`config.mk`:
```
export PLATFORM = sky130hd
export DESIGN_NAME = dcr_regfile
export DESIGN_NICKNAME = d
export VERILOG_FILES = /design/src/rtl/dcr_pkg.sv /design/src/rtl/dcr_wr_decode.sv /design/src/rtl/dcr_chan.sv /design/src/rtl/dcr_rd_mux.sv /design/src/rtl/dcr_regfile.sv
export SDC_FILE = /design/constraint.sdc
export NUM_CORES = 1
export LEC_CHECK = 0
export ABC_AREA = 1
export BUFFER_PORTS_ARGS = -buffer_cell sky130_fd_sc_hd__buf_2
export CAP_MARGIN = 5
export CORE_UTILIZATION = 43
export DETAILED_ROUTE_END_ITERATION = 16
export GPL_TIMING_DRIVEN = 0
export SLEW_MARGIN = 10
export SYNTH_ARGS = -nofsm -noshare
export SYNTH_HDL_FRONTEND = slang
export SYNTH_HIERARCHICAL = 1
export SYNTH_SLANG_ARGS = --single-unit
```
`constraint.sdc`:
```
create_clock -name clk -period 1.5 [get_ports clk]
set_input_delay 0.075 -clock clk [delete_from_list [all_inputs] [get_ports clk]]
set_output_delay 0.075 -clock clk [all_outputs]
set_load 0.05 [all_outputs]
```
`src/rtl/dcr_pkg.sv`:
```
package dcr_pkg;
    localparam int NCH      = 2;
    localparam int ADDR_W   = 9;
    localparam int DATA_W   = 32;
    localparam int BYTE_W   = 8;
    localparam int SCR_W    = 6;
    localparam int SCTL_W   = 12;
    localparam int IEN_W    = 16;

    localparam logic [BYTE_W-1:0] STS_RW_MASK  = 8'h60;
    localparam logic [BYTE_W-1:0] STS_W1C_MASK = 8'h06;
    localparam logic [IEN_W-1:0]  IEN_MASK     = 16'h3EED;
    localparam logic [15:0]       CONF_ID      = 16'h6515;
    localparam logic [DATA_W-1:0] LINK_UP      = 32'h0000_0113;
    localparam int                CONF_FLAG_B  = 11;

    typedef struct packed {
        logic [BYTE_W-1:0] cmd;
        logic [SCR_W-1:0]  scratch;
        logic [BYTE_W-1:0] status;
        logic [SCTL_W-1:0] sctl;
        logic [IEN_W-1:0]  ien;
        logic              flag;
    } chan_state_t;

    typedef struct packed {
        logic cmd;
        logic scratch;
        logic status;
        logic sctl;
        logic ien;
    } chan_wr_t;

    function automatic logic [ADDR_W-1:0] bm_base(input int c);
        return ADDR_W'(c * 8);
    endfunction
    function automatic logic [ADDR_W-1:0] mirror_base(input int c);
        return ADDR_W'(16 + c * 8);
    endfunction
    function automatic logic [ADDR_W-1:0] conf_off(input int c);
        return ADDR_W'(12'h0A0 + c * 12'h040);
    endfunction
    function automatic logic [ADDR_W-1:0] sctl_off(input int c);
        return ADDR_W'(12'h100 + c * 12'h080);
    endfunction
    function automatic logic [ADDR_W-1:0] link_off(input int c);
        return ADDR_W'(12'h104 + c * 12'h080);
    endfunction
    function automatic logic [ADDR_W-1:0] ien_off(input int c);
        return ADDR_W'(12'h148 + c * 12'h080);
    endfunction

    function automatic logic [DATA_W-1:0] size_mask(input logic [1:0] sz);
        case (sz)
            2'd0:    return 32'h0000_00FF;
            2'd1:    return 32'h0000_FFFF;
            default: return 32'hFFFF_FFFF;
        endcase
    endfunction

    function automatic logic is_mapped(input logic [ADDR_W-1:0] a);
        logic m;
        m = (a == 9'h010) || (a == 9'h018);
        for (int c = 0; c < NCH; c++) begin
            if (a == bm_base(c) || a == bm_base(c) + 1 || a == bm_base(c) + 2 ||
                a == conf_off(c) || a == sctl_off(c) || a == link_off(c) ||
                a == ien_off(c))
                m = 1'b1;
        end
        return m;
    endfunction
endpackage

```
`src/rtl/dcr_wr_decode.sv`:
```
module dcr_wr_decode
    import dcr_pkg::*;
(
    input  logic                   wr_en,
    input  logic [ADDR_W-1:0]      addr,
    output chan_wr_t [NCH-1:0]     wr
);
    for (genvar c = 0; c < NCH; c++) begin : g_dec
        always_comb begin
            wr[c].cmd     = wr_en && (addr == bm_base(c)     || addr == mirror_base(c));
            wr[c].scratch = wr_en && (addr == bm_base(c) + 1 || addr == mirror_base(c) + 1);
            wr[c].status  = wr_en && (addr == bm_base(c) + 2 || addr == mirror_base(c) + 2);
            wr[c].sctl    = wr_en && (addr == sctl_off(c));
            wr[c].ien     = wr_en && (addr == ien_off(c));
        end
    end
endmodule

```
`src/rtl/dcr_chan.sv`:
```
module dcr_chan
    import dcr_pkg::*;
(
    input  logic              clk,
    input  logic              rst,
    input  chan_wr_t          wr,
    input  logic [DATA_W-1:0] wd,
    input  logic              irq_in,
    input  logic              busy,
    input  logic              err,
    output chan_state_t       st,
    output logic              bus_rst
);
    logic [BYTE_W-1:0] sts_n;

    always_comb begin
        sts_n = st.status;
        if (wr.status)
            sts_n = (wd[BYTE_W-1:0] & STS_RW_MASK) |
                    (st.status & ~wd[BYTE_W-1:0] & STS_W1C_MASK);
        sts_n[0] = busy;
        if (err)    sts_n[1] = 1'b1;
        if (irq_in) sts_n[2] = 1'b1;
    end

    always_ff @(posedge clk) begin
        if (rst) begin
            st      <= '0;
            bus_rst <= 1'b0;
        end else begin
            st.status <= sts_n;
            st.flag   <= irq_in;
            bus_rst   <= wr.sctl && wd[0];
            if (wr.cmd)     st.cmd     <= wd[BYTE_W-1:0];
            if (wr.scratch) st.scratch <= wd[SCR_W-1:0];
            if (wr.sctl)    st.sctl    <= wd[SCTL_W-1:0];
            if (wr.ien)     st.ien     <= wd[DATA_W-1 -: IEN_W] & IEN_MASK;
        end
    end
endmodule

```
`src/rtl/dcr_rd_mux.sv`:
```
module dcr_rd_mux
    import dcr_pkg::*;
(
    input  chan_state_t [NCH-1:0] st,
    input  logic [NCH-1:0]        present,
    input  logic [ADDR_W-1:0]     addr,
    output logic [DATA_W-1:0]     data
);
    always_comb begin
        data = '0;
        for (int c = 0; c < NCH; c++) begin
            if (addr == bm_base(c))     data = DATA_W'(st[c].cmd);
            if (addr == bm_base(c) + 1) data = DATA_W'(st[c].scratch);
            if (addr == bm_base(c) + 2) data = DATA_W'(st[c].status);
            if (addr == conf_off(c))    data = {CONF_ID, 4'h0, st[c].flag, 11'h0};
            if (addr == sctl_off(c))    data = DATA_W'(st[c].sctl);
            if (addr == link_off(c))    data = present[c] ? LINK_UP : '0;
            if (addr == ien_off(c))     data = {st[c].ien, 16'h0};
        end
        if (addr == 9'h010)
            data = {st[1].status, st[0].status, 8'h00, st[0].cmd} |
                   (DATA_W'(st[0].flag) << 4) |
                   (DATA_W'(st[1].flag) << 6) |
                   (DATA_W'(st[1].status[2]) << 14);
        if (addr == 9'h018)
            data = {8'h00, st[1].status, 8'h00, st[1].cmd} |
                   (DATA_W'(st[1].flag) << 4);
    end
endmodule

```
`src/rtl/dcr_regfile.sv`:
```
module dcr_regfile
    import dcr_pkg::*;
(
    input  logic              clk,
    input  logic              rst,
    input  logic              rd_en,
    input  logic              wr_en,
    input  logic [8:0]        addr,
    input  logic [1:0]        acc_size,
    input  logic [31:0]       wdata,
    input  logic [1:0]        irq_in,
    input  logic [1:0]        dev_present,
    input  logic [1:0]        dma_busy,
    input  logic [1:0]        dma_err,
    output logic [31:0]       rdata,
    output logic              rvalid,
    output logic              irq,
    output logic [1:0]        bus_rst
);
    logic [DATA_W-1:0]      wd;
    logic [DATA_W-1:0]      rd_mux;
    chan_wr_t [NCH-1:0]     wr;
    chan_state_t [NCH-1:0]  st;
    logic [NCH-1:0]         flags;

    assign wd = wdata & size_mask(acc_size);

    dcr_wr_decode u_dec (.wr_en(wr_en), .addr(addr), .wr(wr));

    for (genvar c = 0; c < NCH; c++) begin : g_ch
        dcr_chan u_ch (
            .clk(clk), .rst(rst), .wr(wr[c]), .wd(wd),
            .irq_in(irq_in[c]), .busy(dma_busy[c]), .err(dma_err[c]),
            .st(st[c]), .bus_rst(bus_rst[c])
        );
        assign flags[c] = st[c].flag;
    end

    dcr_rd_mux u_mux (.st(st), .present(dev_present), .addr(addr), .data(rd_mux));

    assign irq = |flags;

    always_ff @(posedge clk) begin
        if (rst) begin
            rdata  <= '0;
            rvalid <= 1'b0;
        end else begin
            rvalid <= rd_en;
            if (rd_en) rdata <= rd_mux & size_mask(acc_size);
        end
    end
endmodule

```
== Word-level counts from Yosys, hierarchy flattened ==
Cells that the tools add are included.

* Register bits: 125
* Input port bits: 55
* Output and inout bits: 36
* Logic and storage cells: 105

* Equality and inequality tests: 20
* Mux-type cells: 27
* Bitwise operators: 11
* Reduce and logical (&&, ||, !) cells: 25

{| class="wikitable"
|+ Operators with widths
! kind !! number
|-
| 32-bit two-way mux || 17
|-
| 32-bit case mux with 2 select lines || 1
|-
| 9-bit by 5-bit equality test with 1-bit output, second input constant || 6
|-
| 9-bit equality test, second input constant || 6
|-
| 32-bit bitwise AND || 1
|-
| 32-bit by 15-bit bitwise OR with 32-bit output || 1
|-
| 32-bit by 7-bit bitwise OR with 32-bit output || 1
|-
| 31-bit by 5-bit bitwise OR with 31-bit output || 1
|-
| 30-bit bitwise AND || 1
|-
| 9-bit by 4-bit equality test with 1-bit output, second input constant || 3
|-
| 23-bit by 5-bit bitwise OR with 23-bit output || 1
|-
| 9-bit by 8-bit equality test with 1-bit output, second input constant || 2
|-
| 9-bit two-way mux || 2
|-
| 7-bit by 3-bit bitwise OR with 7-bit output || 2
|-
| 1-bit logical AND || 12
|-
| 9-bit by 1-bit equality test with 1-bit output, second input constant || 1
|-
| 9-bit by 2-bit equality test with 1-bit output, second input constant || 1
|-
| 9-bit logical NOT || 1
|-
| 8-bit two-way mux || 1
|-
| 2-bit nonzero test || 4
|-
| 3-bit bitwise AND || 2
|-
| 1-bit logical OR || 6
|-
| 3-bit two-way mux || 2
|-
| 1-bit two-way mux || 4
|-
| 4 further kinds || 4
|}

== Longest topological paths before layout ==
* Word-level depth: 18
* Depth in mapped cells: 14

== By module ==
Netlist, hierarchy kept.

{| class="wikitable"
|+ Modules (own cells, without submodules)
! module !! times used !! cells each !! area an instance (µm²) !! seq. area each (µm²)
|-
| dcr_chan || 2 || 196 || 1556.5 || 880.8
|-
| dcr_rd_mux || 1 || 311 || 1475.2 || 0.0
|-
| dcr_regfile || 1 || 195 || 1385.1 || 660.6
|-
| dcr_wr_decode || 1 || 38 || 156.4 || 0.0
|}

== Least setup slack after synthesis ==
Ideal clock, no wire load.

* Path type: in2reg
* Start: input addr[2]
* End: register rdata[23]
* Library setup time: 0.119 ns
* Arrival: 1.176 ns
* Data required time: 1.381 ns
* Path slack: 0.204 ns
* Stages on the path: 11
* Cells stage by stage: inv_1 > nand2_1 > nor2_2 > nand2_2 > nor2_2 > inv_2 > buf_2 > o22ai_1 > a31oi_1 > nand3_1 > a21oi_1

* Cells in the longest elaborated chain, start to end: 16
* Elaborated cells on any way between the ends: 29
* Those cells by class: 14 x eq/ne; 14 x mux; 1 x bitwise

{| class="wikitable"
|+ Ends and longest elaborated chain
! item !! RTL line !! RTL
|-
| start, declared || dcr_regfile.sv:8 || <nowiki>input logic [8:0] addr,</nowiki>
|-
| 9-bit by 2-bit equality test with 1-bit output || dcr_rd_mux.sv:14 || <nowiki>if (addr == bm_base(c) + 2) data = DATA_W'(st[c].status);</nowiki>
|-
| 32-bit two-way mux || dcr_rd_mux.sv:14 ||
|-
| 32-bit two-way mux || dcr_rd_mux.sv:15 || <nowiki>if (addr == conf_off(c)) data = {CONF_ID, 4'h0, st[c].flag, 11'h0};</nowiki>
|-
| 32-bit two-way mux || dcr_rd_mux.sv:16 || <nowiki>if (addr == sctl_off(c)) data = DATA_W'(st[c].sctl);</nowiki>
|-
| 32-bit two-way mux || dcr_rd_mux.sv:17 || <nowiki>if (addr == link_off(c)) data = present[c] ? LINK_UP : '0;</nowiki>
|-
| 32-bit two-way mux || dcr_rd_mux.sv:18 || <nowiki>if (addr == ien_off(c)) data = {st[c].ien, 16'h0};</nowiki>
|-
| 32-bit two-way mux || dcr_rd_mux.sv:12 || <nowiki>if (addr == bm_base(c)) data = DATA_W'(st[c].cmd);</nowiki>
|-
| 32-bit two-way mux || dcr_rd_mux.sv:13 || <nowiki>if (addr == bm_base(c) + 1) data = DATA_W'(st[c].scratch);</nowiki>
|-
| 32-bit two-way mux || dcr_rd_mux.sv:14 ||
|-
| 32-bit two-way mux || dcr_rd_mux.sv:15 ||
|-
| 32-bit two-way mux || dcr_rd_mux.sv:16 ||
|-
| 32-bit two-way mux || dcr_rd_mux.sv:17 ||
|-
| 32-bit two-way mux || dcr_rd_mux.sv:18 ||
|-
| 32-bit two-way mux || dcr_rd_mux.sv:20 || <nowiki>if (addr == 9'h010)</nowiki>
|-
| 32-bit two-way mux (*) || dcr_rd_mux.sv:25 || <nowiki>if (addr == 9'h018)</nowiki>
|-
| net rd_mux[23] || dcr_regfile.sv:21 || <nowiki>logic [DATA_W-1:0] rd_mux;</nowiki>
|-
| 32-bit bitwise AND (*) || dcr_regfile.sv:49 || <nowiki>if (rd_en) rdata <= rd_mux & size_mask(acc_size);</nowiki>
|-
| end signal, assigned || dcr_regfile.sv:49 ||
|-
| end, declared || dcr_regfile.sv:15 || <nowiki>output logic [31:0] rdata,</nowiki>
|}

Mark *: on every way through the listed nets, which the timed path passes. The rest lies on a longest branch.
A chain may end at the register's enable or synchronous reset.

== Worst setup path in the final report ==
* Start: input addr[1]
* End: register rdata[23]

The elaborated chain is that of the path after synthesis.

==> results.yml <==
clock_network:
  cts-buffers-inserted: 17
  clock_tree_from_tritoncts: "built"
  cts-root-buf: "clkbuf_16"
  htree_num_levels: 4
  clock_tree.buffer_depth: 2
  worstSkewPairLatency_ps: 420
  clkSlewWorstSetupHoldPaths_ps: 60
  cts_sinks: 121
global_route:
  grt_pass1_vias: 5989
  globalRoute.totalOverflow: 0
  global_route_wire_length_before_repair_microns: 32100
  grt_start_max_net_pins: 17
  antenna_found_initial: 0
  grt_usage_pct: 29.3
floorplan:
  die_area_sq_mm: 0.0146
  placementRows: 43
  die_y_microns: 121
  placeableCoreArea_sq_mm: 0.0138
  top_level_ports: 91
  initial_utilization_pct: 43.8
  die_w_microns: 121
finish:
  final_layout_size_suffix_gt1_share_pct: 19.1
  num-nets-final: 1109
  fillerInstances: 1399
  antenna-diode-count: 0
  layout.core_utilization_pct: 54.9
  flow.area_growth_from_synthesis_pct: 25.3
worst_setup_path:
  critical_path_class: "in2reg"
  rr_worst_depth: 8
  r2r_slack_ps: 260
  worst_ep_required_time_ps: 1800
  crit_path_end_kind: "register"
  rr_endpoint: "rdata[3]"
  timing.critical_path.fanout_max: 10
  r2r-start: "g_ch[0].u_ch/st[40]"
  crit_arrival_ps: 1690
  worstSetupStartpointType: "input port"
timing:
  final.setup.worst_slack_ps: 109
  slew_worst_pin_ps: 597
  clock_skew_ps: 6.23
  slew_headroom_pct: 60.0
  fin_crit_ps: 1390
  rsz_0062_raised_after_global_routing: "yes"
  hold_ws_ps: 8.83
  final_setup_vio_count: 0
  tns_ps: 0
  final_max_slew_viol_count: 0
  final_hold_viol_count: 0
  period_utilisation_layout_pct: 92.7
  achievable-frequency_mhz: 719
synthesis:
  syn-cell-area_sq_mm: 0.00606
  yosysWarnings: 6
  post_synth_inst_count: 918
  post_synth.cell_area_avg_sq_um: 6.60
hold_path:
  whs_endpoint: "g_ch[1].u_ch/st[46]"
  hold_startpoint: "wdata[3]"
  hold_crit_depth: 3
  holdCritPathClass: "in2reg"
place:
  pre_cts_slack_ps: -462
  place.gp.congestion: 0.954
  numPortBuffers: 81
  dpl.hpwl_microns: 14800
flow_run:
  maxCapViolCount: 0
route:
  post_route_ant_nets: 0
  drt-total-wl_microns: 20400
  wire_per_inst_microns: 16.4
  viasPerCell: 5.22
  drt_drc_violations_left: 0
  dr.first_iter.drc_count: 724
  drt_first_pass_iters: 6
  via_count: 6505
outcome:
  run_status: "complete, no violations"
pwr:
  power.static_leakage_nw: 3.72
  pwr_density_cell_mw_per_mm2: 1040
  irDropWorstVdd_mv: 0.746
==> state kept, by name, indices dropped and copies added (netlist names) <==
register	cells
rvalid	1
g_ch.u_ch/bus_rst	2
rdata	32
g_ch.u_ch/st	86
==> final cells by class <==
| type | count | area (sq um) | area share [%] |
|---|---|---|---|
| well taps | 180 | 225 | 2.96 |
| clock inverters | 9 | 90.1 | 1.19 |
| plain buffers | 55 | 367 | 4.83 |
| flip-flops and latches | 121 | 2420 | 31.9 |
| multi-input cells | 677 | 3100 | 40.9 |
| repair buffers | 101 | 596 | 7.84 |
| inverters | 81 | 304 | 4.00 |
| clock buffers | 23 | 488 | 6.42 |
==> critical path: stages <==
cell and delay, ps:
buf_2 150, inv_1 90, nand2_1 100, nor2_4 180, nand2_4 140, nor2_2 180
inv_2 130, buf_2 190, o22ai_1 160, a31oi_1 90, nand3_1 130, a21oi_1 60
==> where the power goes <==
group	switching (W)	internal (W)	total, W	leakage, nW
registers	0.0000290	0.00326	0.00329	0.980
logic	0.000430	0.000213	0.000643	2.47
clock network	0.00152	0.00246	0.00398	0.268
==> layout by cell type, fill, tap and decap left out, types with 5 or more instances in the layout <==
cell,count
buf_4,29
clkinvlp_4,5
buf_2,97
dlygate4sd3_1,16
nand4_1,9
nand2_1,139
nor2_4,5
inv_1,71
buf_6,6
inv_2,8
conb_1,19
nor2_1,229
clkbuf_1,9
o21ai_1,16
o211ai_1,5
nand3_1,52
dfxtp_1,121
a21oi_1,35
o21ai_0,120
nor2_2,11
clkbuf_16,17
==> per-stage QoR <==
step | power [W] | std cells | instance area (sq um)
floorplan | 0.00371 | 934 | 6120
global placement | 0.00394 | 1195 | 6750
detailed placement | 0.00394 | 1195 | 6750
CTS | 0.00793 | 1243 | 7490
global route | 0.00817 | 1247 | 7600
finish | 0.00791 | 1247 | 7600
==> metal layers <==
layer | vias up | track usage [%] | share of wire, %
met2 | 282 | 43.5 | 43
met1 | 2973 | 42.1 | 47
met4 | 0 | 8.10 | 1.6
met3 | 26 | 6.89 | 8.5
met5 | - | 0 | 0
li1 | 3224 | - | -
==> worst max path at each step <==
| stage | end | cells past startpoint | from |
|---|---|---|---|
| detailed placement | rdata[2] | 10 | addr[1] |
| CTS | rdata[2] | 11 | addr[7] |
| global route | rdata[22] | 12 | addr[1] |
| finish | rdata[23] | 12 | addr[1] |
| floorplan | rdata[23] | 11 | addr[2] |
| global placement | rdata[1] | 11 | addr[7] |
==> repair_timing <==
item,CTS,global route
gates resized for setup,1,24
pin swaps,0,3
hold buffers,16,0
endpoints found under the hold margin,30,0
setup buffers,0,4
setup endpoints to repair,1,29
(Power assumes the default switching activity.)
